==> src/rtl/qtw_pkg.sv <==
// Package qtw_pkg
// Holds the elaboration-time math that fills the quarter-wave table.
// Assumes the angle passed to qtw_sin_q lies in [0, pi/2].
package qtw_pkg;

    localparam real QTW_PI = 3.14159265358979323846;

    // Sine by a truncated Taylor series. Over [0, pi/2] the error stays far below 1e-9.
    function automatic real qtw_sin_q(input real x);
        real term;
        real acc;
        term = x;
        acc  = x;
        for (int i = 1; i < 12; i++) begin
            term = -term * x * x / ($itor(2 * i) * $itor(2 * i + 1));
            acc  = acc + term;
        end
        return acc;
    endfunction

    // Signed code of sin(2*pi*m/n_pts), scaled by 2^(dw-1), rounded, clamped to the largest positive code.
    function automatic int qtw_code(input int m, input int n_pts, input int dw);
        real ang;
        real scaled;
        int  code;
        int  top;
        top    = (1 << (dw - 1)) - 1;
        ang    = 2.0 * QTW_PI * $itor(m) / $itor(n_pts);
        scaled = qtw_sin_q(ang) * $itor(1 << (dw - 1));
        code   = $rtoi(scaled + 0.5);
        if (code > top) code = top;
        if (code < 0)   code = 0;
        return code;
    endfunction

endpackage

==> src/rtl/qtw_fold.sv <==
// Module qtw_fold
// Maps an index k in [0, N/2) to two addresses in the quarter table and a sign flag for the cosine.
// Assumes N_PTS is a power of two and at least 8. The top index bit selects the quadrant.
module qtw_fold #(
    parameter int N_PTS = 256,
    parameter int KW    = $clog2(N_PTS / 2),
    parameter int AW    = $clog2(N_PTS / 4 + 1)
) (
    input  logic [KW-1:0] idx_i,
    output logic [AW-1:0] cos_addr_o,
    output logic [AW-1:0] sin_addr_o,
    output logic          cos_neg_o
);

    localparam logic [AW-1:0] QTR_A = AW'(N_PTS / 4);

    logic          quad;
    logic [AW-1:0] low_a;
    logic [AW-1:0] mirror_a;

    // Split the index into its quadrant bit and its offset within the quadrant.
    always_comb begin
        quad     = idx_i[KW-1];
        low_a    = AW'(idx_i[KW-2:0]);
        mirror_a = QTR_A - low_a;
    end

    // First quadrant: cos reads N/4-k and sin reads k. Second quadrant: the two swap and cos is negated.
    always_comb begin
        if (quad) begin
            cos_addr_o = low_a;
            sin_addr_o = mirror_a;
            cos_neg_o  = 1'b1;
        end else begin
            cos_addr_o = mirror_a;
            sin_addr_o = low_a;
            cos_neg_o  = 1'b0;
        end
    end

endmodule

==> src/rtl/qtw_qrom.sv <==
// Module qtw_qrom
// Constant first-quadrant sine table with two combinational read ports.
// It holds N/4+1 entries, filled at elaboration. An address past the last entry reads zero.
module qtw_qrom #(
    parameter int N_PTS = 256,
    parameter int DW    = 16,
    parameter int AW    = $clog2(N_PTS / 4 + 1)
) (
    input  logic [AW-1:0]        addr_a_i,
    input  logic [AW-1:0]        addr_b_i,
    output logic signed [DW-1:0] data_a_o,
    output logic signed [DW-1:0] data_b_o
);

    localparam int DEPTH = N_PTS / 4 + 1;

    logic signed [DW-1:0] rom [DEPTH];

    // One constant per entry, computed at elaboration.
    for (genvar m = 0; m < DEPTH; m++) begin : g_entry
        localparam int CODE = qtw_pkg::qtw_code(m, N_PTS, DW);
        assign rom[m] = DW'(CODE);
    end

    // Read port A, with a guard against addresses past the table.
    always_comb begin
        if (int'(addr_a_i) < DEPTH) data_a_o = rom[addr_a_i];
        else                        data_a_o = '0;
    end

    // Read port B, with the same guard.
    always_comb begin
        if (int'(addr_b_i) < DEPTH) data_b_o = rom[addr_b_i];
        else                        data_b_o = '0;
    end

endmodule

==> src/rtl/qtw_ostage.sv <==
// Module qtw_ostage
// Applies the signs and registers the coefficient. It holds its value when no index is strobed.
// Assumes both magnitudes are non-negative and never exceed the largest positive code.
module qtw_ostage #(
    parameter int DW = 16
) (
    input  logic                 clk,
    input  logic                 rst_n,
    input  logic                 vld_i,
    input  logic signed [DW-1:0] cos_mag_i,
    input  logic signed [DW-1:0] sin_mag_i,
    input  logic                 cos_neg_i,
    output logic                 vld_o,
    output logic signed [DW-1:0] re_o,
    output logic signed [DW-1:0] im_o
);

    logic signed [DW-1:0] re_d;
    logic signed [DW-1:0] im_d;

    // Sign fix: the real part flips in the second quadrant, and the imaginary part is always -sin.
    always_comb begin
        re_d = cos_neg_i ? -cos_mag_i : cos_mag_i;
        im_d = -sin_mag_i;
    end

    // Output register: the strobe moves forward every cycle, and the data loads only on a strobe.
    always_ff @(posedge clk) begin
        if (!rst_n) begin
            vld_o <= 1'b0;
            re_o  <= '0;
            im_o  <= '0;
        end else begin
            vld_o <= vld_i;
            if (vld_i) begin
                re_o <= re_d;
                im_o <= im_d;
            end
        end
    end

endmodule

==> src/rtl/qtw_gen.sv <==
// Module qtw_gen
// Twiddle generator for a radix-2 engine. It returns W_N^k for k in [0, N/2) one cycle after the index.
// Assumes N_PTS is a power of two of at least 8 and DW of at least 4.
module qtw_gen #(
    parameter int N_PTS = 256,
    parameter int DW    = 16,
    parameter int KW    = $clog2(N_PTS / 2)
) (
    input  logic                 clk,
    input  logic                 rst_n,
    input  logic                 idx_vld_i,
    input  logic [KW-1:0]        idx_i,
    output logic                 tw_vld_o,
    output logic signed [DW-1:0] tw_re_o,
    output logic signed [DW-1:0] tw_im_o
);

    localparam int AW = $clog2(N_PTS / 4 + 1);

    logic [AW-1:0]        cos_addr;
    logic [AW-1:0]        sin_addr;
    logic                 cos_neg;
    logic signed [DW-1:0] cos_mag;
    logic signed [DW-1:0] sin_mag;

    qtw_fold #(.N_PTS(N_PTS), .KW(KW), .AW(AW)) fold_i (
        .idx_i      (idx_i),
        .cos_addr_o (cos_addr),
        .sin_addr_o (sin_addr),
        .cos_neg_o  (cos_neg)
    );

    qtw_qrom #(.N_PTS(N_PTS), .DW(DW), .AW(AW)) rom_i (
        .addr_a_i (cos_addr),
        .addr_b_i (sin_addr),
        .data_a_o (cos_mag),
        .data_b_o (sin_mag)
    );

    qtw_ostage #(.DW(DW)) ost_i (
        .clk       (clk),
        .rst_n     (rst_n),
        .vld_i     (idx_vld_i),
        .cos_mag_i (cos_mag),
        .sin_mag_i (sin_mag),
        .cos_neg_i (cos_neg),
        .vld_o     (tw_vld_o),
        .re_o      (tw_re_o),
        .im_o      (tw_im_o)
    );

endmodule

==> config.mk <==
export PLATFORM = sky130hd
export DESIGN_NAME = qtw_gen
export DESIGN_NICKNAME = d
export VERILOG_FILES = /design/src/rtl/qtw_pkg.sv /design/src/rtl/qtw_fold.sv /design/src/rtl/qtw_qrom.sv /design/src/rtl/qtw_ostage.sv /design/src/rtl/qtw_gen.sv
export SDC_FILE = /design/constraint.sdc
export NUM_CORES = 1
export LEC_CHECK = 0
export ABC_AREA = 1
export BUFFER_PORTS_ARGS = -buffer_cell sky130_fd_sc_hd__buf_2
export CORE_ASPECT_RATIO = 0.8
export CORE_MARGIN = 5
export CORE_UTILIZATION = 40
export CTS_CLUSTER_DIAMETER = 40
export DETAILED_ROUTE_END_ITERATION = 8
export PLACE_DENSITY = 0.55
export SETUP_SLACK_MARGIN = 0.5
export SKIP_CTS_REPAIR_TIMING = 1
export SLEW_MARGIN = 30
export SYNTH_ARGS = -nofsm -noshare
export SYNTH_HDL_FRONTEND = slang
export SYNTH_HIERARCHICAL = 1
export SYNTH_SLANG_ARGS = --single-unit
==> constraint.sdc <==
create_clock -name clk -period 4 [get_ports clk]
set_input_delay 0.2 -clock clk [delete_from_list [all_inputs] [get_ports clk]]
set_output_delay 0.2 -clock clk [all_outputs]
set_load 0.05 [all_outputs]
==> results.md, run 1 <==
* Gr ovfl total at 0
* Met2 WL post-DR at 6.62 mm
* Main combinational cell family by area after synthesis: simple AND/OR/NAND/NOR gates
* Worst-Margin Slew at ~0.60 ns
* Clock skew after layout at 0 ns
* MaxCap Viol Count at 0
* GP Congestion at ~1.1
* Setup crit end kind: flip-flop
* Tot GR Track Use at between 20% and 30%
* Io pins at 43
* Iter 0 DRT Violations at ~680
* Setup repair after global routing missed its margin: false
* First-pass GRT wire length at 28.1 mm
* Routed via count at approximately 6100
* Ys Warns at 6
* CTS root buf: clkbuf_16
* WHS at about 0.34 ns
* WL/cell at ~15 um
* Max incr delay on CP at 0.36 ns
* Count of cell types in the netlist at between 40 and 50
* Top FF cell, synth: dfxtp_1
* Effective utilization at floorplan at 40.6%
* Worst VDD drop at roughly 0.21 mV
* Detailed Route WL at about 17 mm
* Layout cells sized above 1 at ~12%
* Top Layer Used: met4
* Clock transition at path regs at approximately 0.050 ns
* Status: finished clean
* Largest net degree at the start of global routing at 60
* Die Width at roughly 140 um
* Minimum clock period at roughly 3.1 ns
* Post-route ant nets at 0
* Register bit total from synthesis at 33
* Initial antenna violation count at 0
* CP Launch Type: input pin
* CP top delay family: simple AND/OR/NAND/NOR gates
* Total CTS buffers at 5
* Slew Limit Fails at 0
* Final period util at about three quarters
* Leak at between 2 and 3 nW
* Most frequent CP cell: nand2_1
* Clock sinks at 33
* WL met3 at 1.79 mm
* Worst Hold Class: in -> reg
* Die H at roughly 110 um
* Clk Latency, worst-skew pair at roughly 0.27 ns
* H-tree depth at 2
* Dpl hpwl at ~13 mm
* Cell area after synthesis at 5190 um^2
* Synth-to-layout area growth at 8.13%
* Adder-cell share of the synthesized area at under 10%
* Overall power at ~0.0019 W
* CTS max path bufs at 2
* Final hold vios at 0
* Die Footprint at about 15000 um^2
* Relative slew slack at 59.7%
* Worst path bufs/invs at 5
* Post-Route Setup TNS at 0 ns
* Max Fclk at between 0.3 and 0.4 GHz
* Final setup violation count at 0
* Mux share of post-synthesis cell area at 0%
* Final net count at about 1000
* PwrDens at 347 nW/um^2
* CTS tree: done
* PortBufs at 42
* Filler Cells Inserted at around 1500
* Post-synth EDFFs at 0
* Critical path peak fanout at 24
* R2r setup slk at between 3 and 4 ns
* Worst path slowest cell: nand2_1
* First-pass DRT Iterations at 6
* Register area share after synthesis at around 13%
* Setup slack after layout at between 0.9 and 1 ns
* Pre-CTS setup slack at ~0.57 ns
* Worst EP required at around 4.2 ns
* Crit path cell chain: buf_2 > buf_4 > nor2_1 > nand4_1 > nand3_1 > nand2_1 > nor2_4 > nand4_1 > nand2_1 > inv_1 > a21oi_1 > inv_1 > ha_1 > nand2_1 > nor2_2 > a21oi_1 > o21ai_1 > nand2_1 > inv_1
* Cell count after synthesis at 941
* Finished Core Util at between 40% and 50%
* Core region area at ~13000 um^2
* Vias in the first global route at between 5000 and 6000
* Antenna Cells at 0
* Post-synth ARST share at 0%
* Simple-Gate Fraction of Synth Area at 44.5%
* Row count at 37
* Critical setup path kind: in -> reg
* Compound-Gate Fraction of Synth Area at between 10% and 20%
* Xor and xnor area share after synthesis at ~2.2%
* Syn_area_per_cell at around 5.5 um^2
* Met1 WL at between 8 and 9 mm
* Vias/cell at approximately 5.4
* Arrival time of the worst setup path at about 3.3 ns
* DRC at 0
[final timing paths]
| path | depth (start not counted) | endpoint | from |
|---|---|---|---|
| max | 19 | ost_i/im_o[12] | idx_i[0] |
| min | 3 | ost_i/vld_o | rst_n |
| max reg2reg | 3 | ost_i/re_o[11] | ost_i/re_o[11] |
| min reg2reg | 2 | ost_i/im_o[1] | ost_i/im_o[1] |
[cell usage after synthesis (3+ instances only)]
| cell | number | area, um^2 |
|---|---|---|
| o21ai_0 | 70 | 350 |
| xnor2_1 | 3 | 26.3 |
| a31oi_1 | 4 | 25.0 |
| ha_1 | 31 | 388 |
| nand2_2 | 13 | 81.3 |
| buf_4 | 12 | 90.1 |
| nor2_1 | 114 | 428 |
| o21ai_1 | 12 | 60.1 |
| xor2_1 | 10 | 87.6 |
| nand3b_1 | 5 | 37.5 |
| dfxtp_1 | 33 | 661 |
| inv_1 | 83 | 312 |
| nor2_2 | 9 | 56.3 |
| inv_4 | 3 | 18.8 |
| nand2_1 | 277 | 1040 |
| clkbuf_1 | 5 | 18.8 |
| buf_6 | 13 | 146 |
| inv_2 | 7 | 26.3 |
| buf_2 | 20 | 100 |
| a21oi_1 | 74 | 370 |
| nand3_1 | 92 | 460 |
| nand4_1 | 12 | 75.1 |
| o211ai_1 | 8 | 60.1 |
| nor2_4 | 7 | 78.8 |
[worst min-delay path: stages]
cell	delay (ns)
buf_2	0.22
nand2_1	0.11
inv_1	0.04
[power breakdown]
| group | internal (W) | switching (W) |
|---|---|---|
| Clock | 0.000355 | 0.000137 |
| Combinational | 0.000302 | 0.000769 |
| Sequential | 0.000365 | 0.0000167 |
| Total | 0.00102 | 0.000923 |
[registers in the layout, indices dropped and copies added (netlist names)]
signal,flops
ost_i/re_o,16
ost_i/im_o,16
ost_i/vld_o,1
[per-layer routing]
metal  up-vias  global-route usage (%)
met4         0                    5.25
met3        26                    4.97
met2       332                    30.9
met1      2682                    33.8
li1       3084                       -
met5         -                       0
[stage by stage]
| step | std cells | instance area [um^2] |
|---|---|---|
| final | 1134 | 5610 |
| after global routing | 1134 | 5610 |
| after CTS | 1134 | 5600 |
| after detailed placement | 1126 | 5410 |
| after global placement | 1126 | 5410 |
| after floorplan | 942 | 5190 |
[placed cells by master, fill, tap and decap left out, types with 4 or more instances in the layout]
master	n
clkbuf_16	5
nor2_2	9
nor2_1	114
a31oi_1	4
inv_1	82
dfxtp_1	33
nand4_1	12
o21ai_1	11
nand3_1	92
o21ai_2	5
nor2_4	7
buf_4	19
xor2_1	10
nand2_2	13
nand3b_1	5
ha_1	31
buf_2	41
nand2_1	277
o21ai_0	68
a21oi_1	74
o211ai_1	8
inv_2	8
[logic make-up (layout without fill, tap and decap cells)]
kind of cell / after synthesis / count (layout)
and+or+nand+nor: 536 / 536
xor gates and xnor gates: 13 / 13
AOI/OAI and AO/OA: 183 / 183
other: 1 / 2
buffers and inverters: 144 / 161
adders and majority gates: 31 / 31
DFF: 33 / 33
[final cells by class]
cell class	count	area (um^2)	area share [%]
inverters	93	357	6.36
clock buffers	5	125	2.23
well taps	175	219	3.90
clock inverters	3	65.1	1.16
flip-flops and latches	33	661	11.8
multi-input cells	765	3830	68.4
repair buffers	60	348	6.20
Power figures use the tool's default switching activity.
==> inputs of run 2 (changes only) <==
- PLACE_DENSITY: 0.55 -> 0.57
- clock period: 4 -> 2.8 ns (I/O delays scaled with it)
==> run 2 against run 1 <==
Sequential share of layout area fell by 3.8 points. Wire length increased by 26%. Via count grew 16%. Worst hold slack got worse by 0.082 ns.
==> results.md, run 2 (same netlist as run 1, synthesis figures left out) <==
* WL/cell at 16.0 um (+6.6%)
* Total CTS buffers at 5 (unchanged)
* Max Fclk at ~0.4 GHz
* WHS at 0.263 ns (-0.0816 ns)
* Antenna Cells at 0 (unchanged)
* MaxCap Viol Count at 0 (unchanged)
* Final setup violation count at 0 (unchanged)
* PortBufs at 42 (unchanged)
* Worst-Margin Slew at 0.577 ns (-0.0264 ns)
* Io pins at 43 (unchanged)
* CP Launch Type: input pin
* GP Congestion at 0.988 (-6.6%)
* First-pass DRT Iterations at 5 (-1)
* Worst path depth at 22 (+3)
* Clk Latency, worst-skew pair at 0.28 ns (about the same)
* Final period util at roughly 90%
* CTS tree: done
* Core region area at 12800 um^2 (unchanged)
* Commonest cells after routing, fill and taps aside: nand2_1 (233), buf_4 (180), nor2_1 (83)
* Worst Hold Depth at 3 (unchanged)
* Most frequent CP cell: nand2_1
* Minimum clock period at about 2.5 ns
* Row count at 37 (unchanged)
* First-pass GRT wire length at 32.1 mm (+14%)
* Arrival time of the worst setup path at 2.70 ns (-0.55 ns)
* Routed via count at 7101 (+16%)
* Layout cells sized above 1 at 42.1% (+30 points)
* Die Footprint at 15400 um^2 (unchanged)
* Worst VDD drop at 0.347 mV (+63%)
* Largest registers: ost_i/im_o x16, ost_i/re_o x16, ost_i/vld_o x1
* Detailed Route WL at 21.3 mm (+26%)
* Gr ovfl total at 0 (unchanged)
* Clock transition at path regs at 0.05 ns (about the same)
* CTS max path bufs at 2 (unchanged)
* Iter 0 DRT Violations at 852 (+25%)
* Critical setup path kind: in -> reg
* Finished Cell Area at 8310 um^2 (+48%)
* Slew Limit Fails at 0 (unchanged)
* Worst EP required at 2.97 ns (-1.20 ns)
* Setup repair after global routing missed its margin: true
* Largest net degree at the start of global routing at 36 (-40%)
* Overall power at 0.00371 W (+91%)
* Synth-to-layout area growth at 60.3%
* CP top delay family: compound AO/OA/AOI/OAI gates
* Clock skew after layout at 0 ns (unchanged)
* Crit path cell chain: buf_8 > inv_6 > ha_4 > xor2_4 > o21ai_4 > buf_6 > buf_6 > clkbuf_16 > buf_4 > nor2_4 > o21ai_0 > nand2_1 > a21oi_2 > a21oi_2 > nor2_1 > nand2_1 > o21ai_4 > nand2_2 > nand2_1 > nand2_1 > o21bai_1 > inv_1
* Final net count at 1202 (+20%)
* Setup slack after layout at 0.261 ns (-0.668 ns)
* Status: finished clean
* Vias in the first global route at 6227 (+11%)
* Setup crit end kind: flip-flop
* Leak at 4.19 nW (+41%)
* Tot GR Track Use at 25.5% (+3.4 points)
* Post-Route Setup TNS at 0 ns (unchanged)
* Die H at 112 um (unchanged)
* Die Width at 137 um (unchanged)
* H-tree depth at 2 (unchanged)
* Clock sinks at 33 (unchanged)
* Initial antenna violation count at 0 (unchanged)
* Most common cell after layout, fill and taps aside: nand2_1
* Worst path slowest cell: xor2_4
* Post-route ant nets at 0 (unchanged)
* Worst Hold Class: in -> reg
* Worst path bufs/invs at 7 (+2)
* Vias/cell at 5.31 (-1.7%)
* Effective utilization at floorplan at 40.6% (unchanged)
* CTS root buf: clkbuf_16
* Relative slew slack at 61.5% (+1.9 points)
* R2R depth at 3 (unchanged)
* Final hold vios at 0 (unchanged)
* Placed cell area at 6930 um^2 (+28%)
* Pre-CTS setup slack at -0.146 ns (-0.719 ns)
* Max incr delay on CP at 0.19 ns (-0.17 ns)
* PwrDens at 447 nW/um^2 (+29%)
* DRC at 0 (unchanged)
* Dpl hpwl at 15.7 mm (+21%)
* Critical path peak fanout at 5 (-79%)
[run 2: changes by cell type in the layout (fill, tap and decap cells not counted), sizes merged]
cell	previous run	this run
buf	60	258
clkbuf	5	9
inv	93	92
clkinv	1	3
[run 2: cell type report]
type / instances / area, um^2
multi-input combinational: 765 / 4660
clock inverter: 3 / 65.1
timing repair buffer: 262 / 2180
inverter: 93 / 397
fill: 1209 / 4460
sequential: 33 / 661
tap: 175 / 219
clock buffer: 5 / 125
timing repair inverter: 1 / 6.26
[run 2: metal layers]
metal	global-route usage, %	part of all wire, %	vias up
met4	4.59	1.2	0
met1	39.8	46	3224
met5	0	0	-
met2	36.1	43	358
li1	-	-	3495
met3	4.88	9.8	24
[run 2: power breakdown]
| group | internal (W) | switching (W) | total, W |
|---|---|---|---|
| Clock | 0.000508 | 0.000199 | 0.000707 |
| Combinational | 0.00102 | 0.00144 | 0.00246 |
| Sequential | 0.000521 | 0.0000236 | 0.000545 |
| Total | 0.00205 | 0.00166 | 0.00371 |
[run 2: worst paths after layout]
kind | start | endpoint | slack (ns)
worst min register to register | ost_i/im_o[1] | ost_i/im_o[1] | 0.51
worst min-delay path | rst_n | ost_i/vld_o | 0.26
worst max register to register | ost_i/re_o[10] | ost_i/re_o[10] | 1.98
worst max-delay path | idx_i[0] | ost_i/re_o[10] | 0.26
[run 2: worst reg2reg max path, cell delays in order (launching register included)]
cell,delay (ns)
dfxtp_1,0.30
o21ai_0,0.20
o21bai_1,0.16
inv_1,0.06
[run 2: per-stage QoR]
stage / util [%] / std cells
finish: 65.1 / 1337
global route: 65.1 / 1337
floorplan: - / 942
detailed placement: 54.2 / 1290
global placement: 54.2 / 1290
CTS: 55.7 / 1298
==> inputs of run 3 (changes only) <==
- BUFFER_PORTS_ARGS: -buffer_cell sky130_fd_sc_hd__buf_2 -> -buffer_cell sky130_fd_sc_hd__buf_4
==> run 3 against run 2 <==
Count of clock-buffer cells in the layout stayed put. Maximum frequency is 0.22% higher. First-iteration DRC count is 8.2% lower. Global-route usage is 1.3 points lower. Clock skew stayed put. Setup slack better by 0.0055 ns. Cell count is 2.0% lower. Critical path type unchanged.
==> results.md, run 3 (same netlist as run 1, synthesis figures left out) <==
* Slew Limit Fails at 0 (unchanged)
* Final hold vios at 0 (unchanged)
* CP Launch Type: input pin
* Max Fclk at 0.395 GHz (+0.22%)
* Largest registers: ost_i/im_o x16, ost_i/re_o x16, ost_i/vld_o x1
* CTS root buf: clkbuf_16
* First-pass DRT Iterations at 6 (+1)
* Area of the multi-input gates at 4900 um^2 (+5.3%)
* Finished Core Util at 65.6% (+0.52 points)
* Die H at 112 um (unchanged)
* Final setup violation count at 0 (unchanged)
* Synth-to-layout area growth at 61.6%
* Effective utilization at floorplan at 40.6% (unchanged)
* Antenna Cells at 0 (unchanged)
* Clock sinks at 33 (unchanged)
* GP Congestion at 1.01 (+2.1%)
* H-tree depth at 2 (unchanged)
* Detailed Route WL at 21.0 mm (-1.6%)
* WHS at 0.206 ns (-0.0566 ns)
* First-pass GRT wire length at 30.3 mm (-5.6%)
* Switching Share at 47.6% (+2.9 points)
* Post-route ant nets at 0 (unchanged)
* Critical path peak fanout at 6 (+1)
* Routed via count at 6980 (-1.7%)
* WL met3 at 1.94 mm (-7.5%)
* Row count at 37 (unchanged)
* Commonest cells after routing, fill and taps aside: nand2_1 (212), buf_4 (193), nor2_1 (82)
* Worst EP required at 2.97 ns (about the same)
* CTS tree: done
* Die Width at 137 um (unchanged)
* DRC at 0 (unchanged)
* Overall power at 0.00358 W (-3.6%)
* Final net count at 1175 (-2.2%)
* Cell Int Power at 0.00188 W (-8.6%)
* PortBufs at 42 (unchanged)
* Gr ovfl total at 0 (unchanged)
* Worst Hold Class: in -> reg
* Filler Cells Inserted at 1171 (-3.1%)
* Clock transition at path regs at 0.05 ns (about the same)
* Met1 WL at 10.1 mm (+2.2%)
* Clock skew after layout at 0 ns (unchanged)
* Final period util at 90.5% (-0.20 points)
* Initial antenna violation count at 0 (unchanged)
* Worst VDD drop at 0.278 mV (-20%)
* Switching pwr at 0.00170 W (+2.6%)
* Most common cell after layout, fill and taps aside: nand2_1
* Worst-Margin Slew at 0.522 ns (-0.0553 ns)
* Clk Latency, worst-skew pair at 0.28 ns (about the same)
* Total CTS buffers at 5 (unchanged)
* Register area at 661 um^2 (unchanged)
* CTS max path bufs at 2 (unchanged)
* Io pins at 43 (unchanged)
* Met2 WL post-DR at 8.66 mm (-5.0%)
* Setup crit end kind: flip-flop
* Critical setup path kind: in -> reg
* Largest net degree at the start of global routing at 60 (+67%)
* Setup repair after global routing missed its margin: true
* Vias/cell at 5.33 (+0.32%)
* Leak at 4.08 nW (-2.5%)
* MaxCap Viol Count at 0 (unchanged)
* Die Footprint at 15400 um^2 (unchanged)
* Relative slew slack at 65.2% (+3.7 points)
* Clk network pwr share at 14.8% (-4.2 points)
* R2r setup slk at 2.08 ns (+0.10 ns)
* PwrDens at 427 nW/um^2 (-4.4%)
* Dpl hpwl at 15.0 mm (-4.3%)
* Arrival time of the worst setup path at 2.71 ns (about the same)
* Vias in the first global route at 5805 (-6.8%)
* Iter 0 DRT Violations at 782 (-8.2%)
* Combinational share of power at 70.0% (+3.7 points)
* Core region area at 12800 um^2 (unchanged)
* Layout cells sized above 1 at 44.7% (+2.6 points)
* Tot GR Track Use at 24.2% (-1.3 points)
* Minimum clock period at 2.53 ns (-0.00549 ns)
* Status: finished clean
* Top Layer Used: met4
* Flop pwr share at 15.2% (+0.5 points)
* WL/cell at 16.0 um (+0.47%)
-- run 3: routing by layer --
layer | up-vias | track usage [%]
li1 | 3442 | -
met1 | 3165 | 39.9
met2 | 337 | 31.3
met3 | 36 | 4.61
met4 | 0 | 5.25
met5 | - | 0
-- run 3: critical path: stages --
cell	delay [ns]
buf_12	0.10
inv_12	0.03
ha_4	0.26
nand2_1	0.08
o21ai_4	0.11
inv_4	0.09
ha_4	0.30
nand2_2	0.12
nand2_1	0.09
nand2_1	0.09
nand2_2	0.11
a21oi_4	0.07
nor2_4	0.15
nor2_4	0.05
inv_2	0.09
ha_4	0.16
nand2_4	0.07
o21ai_4	0.22
nand2_2	0.08
nand2_1	0.06
nand2_1	0.04
o21bai_1	0.13
inv_1	0.05
-- run 3: stage by stage --
stage	instances	TNS (ns)	instance area [um^2]	worst slack, ns
final	1310	0	8380	0.266
after global routing	1310	0	8380	0.128
after CTS	1260	0	6870	0.164
after detailed placement	1252	-0.946	6730	-0.117
after global placement	1252	-1.07	6730	-0.119
after floorplan	942	0	5430	0.213
-- run 3: worst paths after layout --
| kind | from | end | cells past startpoint |
|---|---|---|---|
| hold reg to reg | ost_i/im_o[13] | ost_i/im_o[13] | 2 |
| setup / recovery | idx_i[1] | ost_i/re_o[10] | 23 |
| hold / removal | rst_n | ost_i/vld_o | 3 |
| setup reg to reg | ost_i/re_o[11] | ost_i/re_o[11] | 3 |
-- run 3: cell type report --
cell class / count / area share, %
clock inverters: 3 / 0.209
repair buffers: 235 / 24.3
inverters: 93 / 4.93
clock buffers: 5 / 1.49
repair inverters: 1 / 0.0597
multi-input cells: 765 / 58.5
well taps: 175 / 2.61
flip-flops and latches: 33 / 7.88
-- run 3: power by group through the flow --
| stage | sequential, W | combinational, W | clock, W |
|---|---|---|---|
| finish | 0.000545 | 0.00251 | 0.000529 |
| global route | 0.000551 | 0.00269 | 0.000566 |
| CTS | 0.000545 | 0.00193 | 0.000542 |
| detailed placement | 0.000555 | 0.00192 | 0 |
| global placement | 0.000555 | 0.00194 | 0 |
| floorplan | 0.000730 | 0.00106 | 0 |
